--- config.mk ---
export PLATFORM = sky130hd
export DESIGN_NAME = shift_unit
export DESIGN_NICKNAME = d
export VERILOG_FILES = /design/src/rtl/shift_pkg.sv /design/src/rtl/bit_mirror.sv /design/src/rtl/lshift_core.sv /design/src/rtl/sign_fixup.sv /design/src/rtl/shift_unit.sv
export SDC_FILE = /design/constraint.sdc
export NUM_CORES = 1
export LEC_CHECK = 0
export CAP_MARGIN = 10
export CORE_MARGIN = 2
export CORE_UTILIZATION = 54
export DETAILED_ROUTE_END_ITERATION = 6
export GPL_TIMING_DRIVEN = 1
export PLACE_DENSITY = 0.92
export SYNTH_ARGS = -nofsm -noshare
export SYNTH_HDL_FRONTEND = slang
export SYNTH_HIERARCHICAL = 1
export SYNTH_SLANG_ARGS = --single-unit
export TNS_END_PERCENT = 100
--- constraint.sdc ---
create_clock -name vclk -period 5
set_input_delay 0.75 -clock vclk [all_inputs]
set_output_delay 0.75 -clock vclk [all_outputs]
set_load 0.01 [all_outputs]
--- src/rtl/shift_pkg.sv ---
package shift_pkg;

  typedef enum logic [1:0] {
    SK_LSL = 2'b00,
    SK_LSR = 2'b01,
    SK_ASR = 2'b10,
    SK_ASL = 2'b11
  } shift_kind_e;

  function automatic logic kind_is_right(shift_kind_e k);
    return (k == SK_LSR) || (k == SK_ASR);
  endfunction

endpackage

--- src/rtl/bit_mirror.sv ---
module bit_mirror #(
  parameter int WIDTH = 8
) (
  input  logic             en,
  input  logic [WIDTH-1:0] din,
  output logic [WIDTH-1:0] dout
);

  for (genvar i = 0; i < WIDTH; i++) begin : g_bit
    assign dout[i] = en ? din[WIDTH-1-i] : din[i];
  end

endmodule

--- src/rtl/lshift_core.sv ---
module lshift_core #(
  parameter int WIDTH = 8,
  parameter int AMT_W = $clog2(WIDTH)
) (
  input  logic [WIDTH-1:0] din,
  input  logic [AMT_W-1:0] amt,
  output logic [WIDTH-1:0] dout
);

  logic [WIDTH-1:0] stg [0:AMT_W];

  assign stg[0] = din;

  for (genvar s = 0; s < AMT_W; s++) begin : g_stage
    localparam int SH = 1 << s;
    assign stg[s+1] = amt[s] ? {stg[s][WIDTH-1-SH:0], {SH{1'b0}}} : stg[s];
  end

  assign dout = stg[AMT_W];

endmodule

--- src/rtl/sign_fixup.sv ---
module sign_fixup #(
  parameter int WIDTH = 8,
  parameter int AMT_W = $clog2(WIDTH)
) (
  input  logic [WIDTH-1:0] opnd,
  input  logic [AMT_W-1:0] amt,
  input  logic             arith_right,
  input  logic             arith_left,
  input  logic [WIDTH-1:0] shifted,
  output logic [WIDTH-1:0] result,
  output logic             ovf
);

  // Ones in the top amt positions: the bits a right shift leaves empty.
  function automatic logic [WIDTH-1:0] upper_mask(logic [AMT_W-1:0] n);
    logic [WIDTH-1:0] m;
    for (int i = 0; i < WIDTH; i++) begin
      m[i] = (i >= WIDTH - int'(n));
    end
    return m;
  endfunction

  // Set when a bit leaving the top, or the new top bit, differs from the sign.
  function automatic logic left_overflow(logic [WIDTH-1:0] v, logic [AMT_W-1:0] n);
    logic hit;
    hit = 1'b0;
    for (int i = 0; i < WIDTH; i++) begin
      if ((i >= WIDTH - 1 - int'(n)) && (v[i] != v[WIDTH-1])) hit = 1'b1;
    end
    return hit;
  endfunction

  logic sign_fill;
  assign sign_fill = arith_right & opnd[WIDTH-1];

  always_comb begin
    result = shifted;
    if (sign_fill) result = shifted | upper_mask(amt);
    ovf = arith_left ? left_overflow(opnd, amt) : 1'b0;
  end

endmodule

--- src/rtl/shift_unit.sv ---
module shift_unit #(
  parameter int WIDTH = 8,
  parameter int AMT_W = $clog2(WIDTH)
) (
  input  logic [WIDTH-1:0] opnd_i,
  input  logic [AMT_W-1:0] amt_i,
  input  logic [1:0]       kind_i,
  output logic [WIDTH-1:0] result_o,
  output logic             zero_o,
  output logic             ovf_o
);
  import shift_pkg::*;

  shift_kind_e      kind;
  logic             rev_sel;
  logic [WIDTH-1:0] core_in;
  logic [WIDTH-1:0] core_out;
  logic [WIDTH-1:0] unmirrored;

  assign kind    = shift_kind_e'(kind_i);
  assign rev_sel = kind_is_right(kind);

  bit_mirror #(.WIDTH(WIDTH)) u_mirror_in (
    .en(rev_sel), .din(opnd_i), .dout(core_in)
  );

  lshift_core #(.WIDTH(WIDTH), .AMT_W(AMT_W)) u_core (
    .din(core_in), .amt(amt_i), .dout(core_out)
  );

  bit_mirror #(.WIDTH(WIDTH)) u_mirror_out (
    .en(rev_sel), .din(core_out), .dout(unmirrored)
  );

  sign_fixup #(.WIDTH(WIDTH), .AMT_W(AMT_W)) u_fixup (
    .opnd(opnd_i),
    .amt(amt_i),
    .arith_right(kind == SK_ASR),
    .arith_left(kind == SK_ASL),
    .shifted(unmirrored),
    .result(result_o),
    .ovf(ovf_o)
  );

  assign zero_o = ~|result_o;

endmodule

# Yosys cells after proc, flatten, opt, wreduce, memory -nomap -nowiden
# Index checks and enable logic that the tools add are counted.
# op_classes
add_sub_neg	2
magnitude_cmp	15
n_eq_ne	10
muxes	28
bitwise_logic	2
reduce_logical	10
# ops
operator	n
$ge 4x32->1 const A	7
$ge 3x32->1 const A	4
$ge 1x32->1 const A	2
$ge 2x32->1 const A	2
$mux 8	4
$mux 1	24
$or 8x8->8	1
$reduce_or 8->1	1
$logic_and 1x1->1	7
$ne 1x1->1	7
$sub 4x3->5 const A	1
$eq 2x2->1 const B	2
$sub 3x3->4 const A	1
$eq 2x1->1 const B	1
$and 1x1->1	1
$logic_not 1->1	1
$logic_or 1x1->1	1
# totals
reg_bits	0
input_bits	13
out_inout_bits	10
elab_cells	67

# Logic depth before layout (Yosys ltp)
# depth
ltp_word	11
depth_mapped	13
mapped_depth_nobuf	12

# By module
# The synthesis kept the hierarchy.
# modules_own_cells
mod	instances	cells_per_inst	area_per_inst_um2	seq_area_each_um2
sign_fixup	1	53	391.6	0.0
lshift_core	1	28	274.0	0.0
bit_mirror	2	9	131.4	0.0
shift_unit	1	7	51.3	0.0

# Worst setup path before layout
# No wires, ideal clock.
# synth_path
path_type	input to output
from	input port kind_i[0]
to	output port zero_o
arrival_time_ps	3609
required_time_ps	4250
setup_slack_ps	641
stages	11
n_path_buf	1
path_cell_list	inv_1 > ha_1 > inv_1 > buf_6 > mux2_4 > mux2_2 > mux4_2 > mux2_4 > or2_2 > or4_1 > nor2_1
# synth_via
elab_chain_cells	11
word_cells_on_any_way	27
cone_classes	eq/ne (2); mux (20); bitwise (2); reduce/logical (3)
# synth_rtl
item	line_no	rtl
from (decl)	shift_unit.sv:7	input logic [1:0] kind_i,
$eq 2x1->1 / $eq 2x2->1 (equally long branches)	shift_pkg.sv:11	return (k == SK_LSR) || (k == SK_ASR);
$logic_or 1x1->1 *	shift_pkg.sv:11	
net rev_sel	shift_unit.sv:15	logic rev_sel;
$mux 1 *	bit_mirror.sv:10	assign dout[i] = en ? din[WIDTH-1-i] : din[i];
net core_in[0]	shift_unit.sv:16	logic [WIDTH-1:0] core_in;
$mux 8 * (3 in a row)	lshift_core.sv:16	assign stg[s+1] = amt[s] ? {stg[s][WIDTH-1-SH:0], {SH{1'b0}}} : stg[s];
net core_out[7]	shift_unit.sv:17	logic [WIDTH-1:0] core_out;
$mux 1 *	bit_mirror.sv:10	
net unmirrored[7]	shift_unit.sv:18	logic [WIDTH-1:0] unmirrored;
$or 8x8->8	sign_fixup.sv:38	if (sign_fill) result = shifted | upper_mask(amt);
$mux 8 *	sign_fixup.sv:38	
net result_o[7]	shift_unit.sv:8	output logic [WIDTH-1:0] result_o,
$reduce_or 8->1 *	shift_unit.sv:45	assign zero_o = ~|result_o;
$logic_not 1->1 *	shift_unit.sv:45	
to (decl)	shift_unit.sv:9	output logic zero_o,
# Mark *: on every way through the listed nets, which the timed path passes. The rest lies on a longest branch.

# Final worst setup path
# layout_path
from	input port kind_i[0]
to	output port zero_o
# layout_via
elab_chain_cells	11
word_cells_on_any_way	27
cone_classes	eq/ne (2); mux (20); bitwise (2); reduce/logical (3)
# layout_rtl
item	line_no
$eq 2x1->1 / $eq 2x2->1 (equally long branches)	shift_pkg.sv:11
$logic_or 1x1->1 *	shift_pkg.sv:11
net rev_sel	shift_unit.sv:15
$mux 1 *	bit_mirror.sv:10
net core_in[0]	shift_unit.sv:16
$mux 8 * (3 in a row)	lshift_core.sv:16
net core_out[7]	shift_unit.sv:17
$mux 1 *	bit_mirror.sv:10
net unmirrored[7]	shift_unit.sv:18
$or 8x8->8	sign_fixup.sv:38
$mux 8 *	sign_fixup.sv:38
$reduce_or 8->1 *	shift_unit.sv:45
$logic_not 1->1 *	shift_unit.sv:45
# Marked as above.

==> out/qor.yml <==
die_h_um: 46.60
slew-limit-headroom: 0.6373
cp.arrival_ns: 4.11
crit_start: "kind_i[0]"
yosysWarnings: 6
finalCriticalPeriod_ns: 4.863
seq_area_um2: 0
wl_met3_um: 94
power.leakage_nw: 0.6437
grt-ovfl-total: 0
peakVddDrop_v: 0.00008182
portBuffers: 23
outcome: "complete, no violations"
max_cap_violations: 0
hp-start: "kind_i[1]"
num-nets-final: 167
initial_core_util: 0.5736
die_w_um: 46.60
cp-start-kind: "primary input"
netlist_area_um2: 979.7
drc: 0
wire_per_inst_um: 13.77
post-place-cells: 167
setup_viol: 0
firstDrtPassIters: 4
n_clock_buffer: 0
min_period_over_period: 0.9726
row_count: 15
insertedDiodeCount: 0
synth_area_per_cell_um2: 9.242
post_cts_buffers: 0
grt_usage: 0.2376
layout-drive-gt1-share: 0.3451
routed_wl_mm: 2.299
drtIter0Drc: 9
highest_layer: "met4"
grt_antenna_before_repair: 0
slew_violations: 0
antenna_left: 0
critPathCaptureType: "primary output"
vias: 924
syn_to_final_growth_pct: 35.89
path_max_fanout: 4
fmax_mhz: 205.6
crit_type: "primary input to primary output"
synth.distinct_cells: 37
tightest_slew_ns: 0.5424
dieArea_um2: 2171
grt_first_pass_wirelength_mm: 3.801
syn_inst: 106
fin_cells: 167
power_density_nw_per_um2: 136.8
met2_length_mm: 1.264
grt_max_degree: 14
routabilityCongestion: 0.8609
design.seq.count: 0
synth_nets: 129
io_pins: 23
dp_hpwl_mm: 1.946
whs_ns: 2.679
rsz0062_at_grt: "no"
hold_path.class: "primary input to primary output"
via_per_inst: 5.533
grt_pass1_vias: 891
yosysSeqAreaShare: 0
hold_buffers: 0
required_ns: 4.25
met1Wirelength_um: 914
core_area_um2: 1708
hold_viol_final: 0
## per-stage QoR
stage	util	area (µm²)	worst slack (ns)	setup TNS [ns]	power, mW
3_3_place_gp	0.7780	1329	-0.2266	-0.2266	0.1732
2_1_floorplan	-	979.7	0.6415	0	0.1089
5_1_grt	0.7795	1331	0.05242	0	0.1955
3_5_place_dp	0.7780	1329	-0.3323	-0.3323	0.1795
6_report	0.7795	1331	0.1369	0	0.1821
4_1_cts	0.7832	1338	0.01998	0	0.1813
## cells in the final DEF, fill, tap and decap left out, types with 2 or more instances in the layout
| cell type | instances |
|---|---|
| clkdlybuf4s50_1 | 22 |
| mux2_4 | 19 |
| buf_4 | 17 |
| ha_1 | 10 |
| inv_1 | 7 |
| nor2_1 | 6 |
| mux2i_1 | 5 |
| nand2_1 | 5 |
| o21bai_1 | 4 |
| o21a_1 | 4 |
| nor3_1 | 3 |
| a21o_1 | 3 |
| xor2_1 | 3 |
| inv_2 | 2 |
| or4_1 | 2 |
| buf_6 | 2 |
| mux2_2 | 2 |
| mux4_2 | 2 |
| o21ai_0 | 2 |
| a211oi_1 | 2 |
| xnor2_1 | 2 |
## cell families (layout without fill, tap and decap cells)
kind of cell	Yosys count	after routing	share of synthesized area
AOI/OAI and AO/OA	25	25	0.1954
xor gates and xnor gates	5	5	0.04471
adders and majority gates	10	10	0.1277
buffers and inverters	15	51	0.09067
muxes	28	28	0.4112
and+or+nand+nor	23	23	0.1303
## layout make-up
cell class / instances / area [µm²]
Fill cell: 116 / 376.6
Inverter: 9 / 33.78
Multi-Input combinational cell: 91 / 890.9
Tap cell: 25 / 31.28
Timing Repair Buffer: 42 / 375.4
## power by group
group,total [mW],leakage [nW],internal (mW),switching (mW)
logic,0.182,0.644,0.110,0.0719
registers,0,0,0,0
clock network,0,0,0,0
## Yosys cell counts (3+ instances only)
| master | count | area [µm²] |
|---|---|---|
| a21o_1 | 3 | 22.52 |
| buf_6 | 4 | 45.04 |
| ha_1 | 10 | 125.1 |
| inv_1 | 8 | 30.03 |
| mux2_4 | 19 | 285.3 |
| mux2i_1 | 5 | 50.05 |
| nand2_1 | 5 | 18.77 |
| nor2_1 | 6 | 22.52 |
| nor3_1 | 3 | 15.01 |
| o21a_1 | 4 | 30.03 |
| o21bai_1 | 4 | 30.03 |
| xor2_1 | 3 | 26.28 |
## layer usage
layer / up-vias / GRT usage
met5: - / 0
li1: 466 / -
met1: 423 / 0.2541
met2: 31 / 0.5028
met4: 0 / 0.02857
met3: 4 / 0.01176
## worst paths after layout
kind	slack, ns	cells past startpoint	endpoint
max	0.14	13	zero_o
min	2.68	4	ovf_o
## worst max-delay path, cell delays in order
cell,delay (ns)
clkdlybuf4s50_1,0.48
inv_1,0.05
ha_1,0.29
inv_2,0.08
buf_6,0.12
mux2_4,0.30
mux2_2,0.28
mux4_2,0.48
mux2_4,0.27
or2_2,0.30
or4_1,0.47
nor2_1,0.11
buf_2,0.14
## what timing repair did
action,in CTS,in global routing
setup endpoints to repair,1,1
pin swaps,2,0
cloned,0,0
gates resized for setup,6,2
Power figures use the tool's default switching activity.
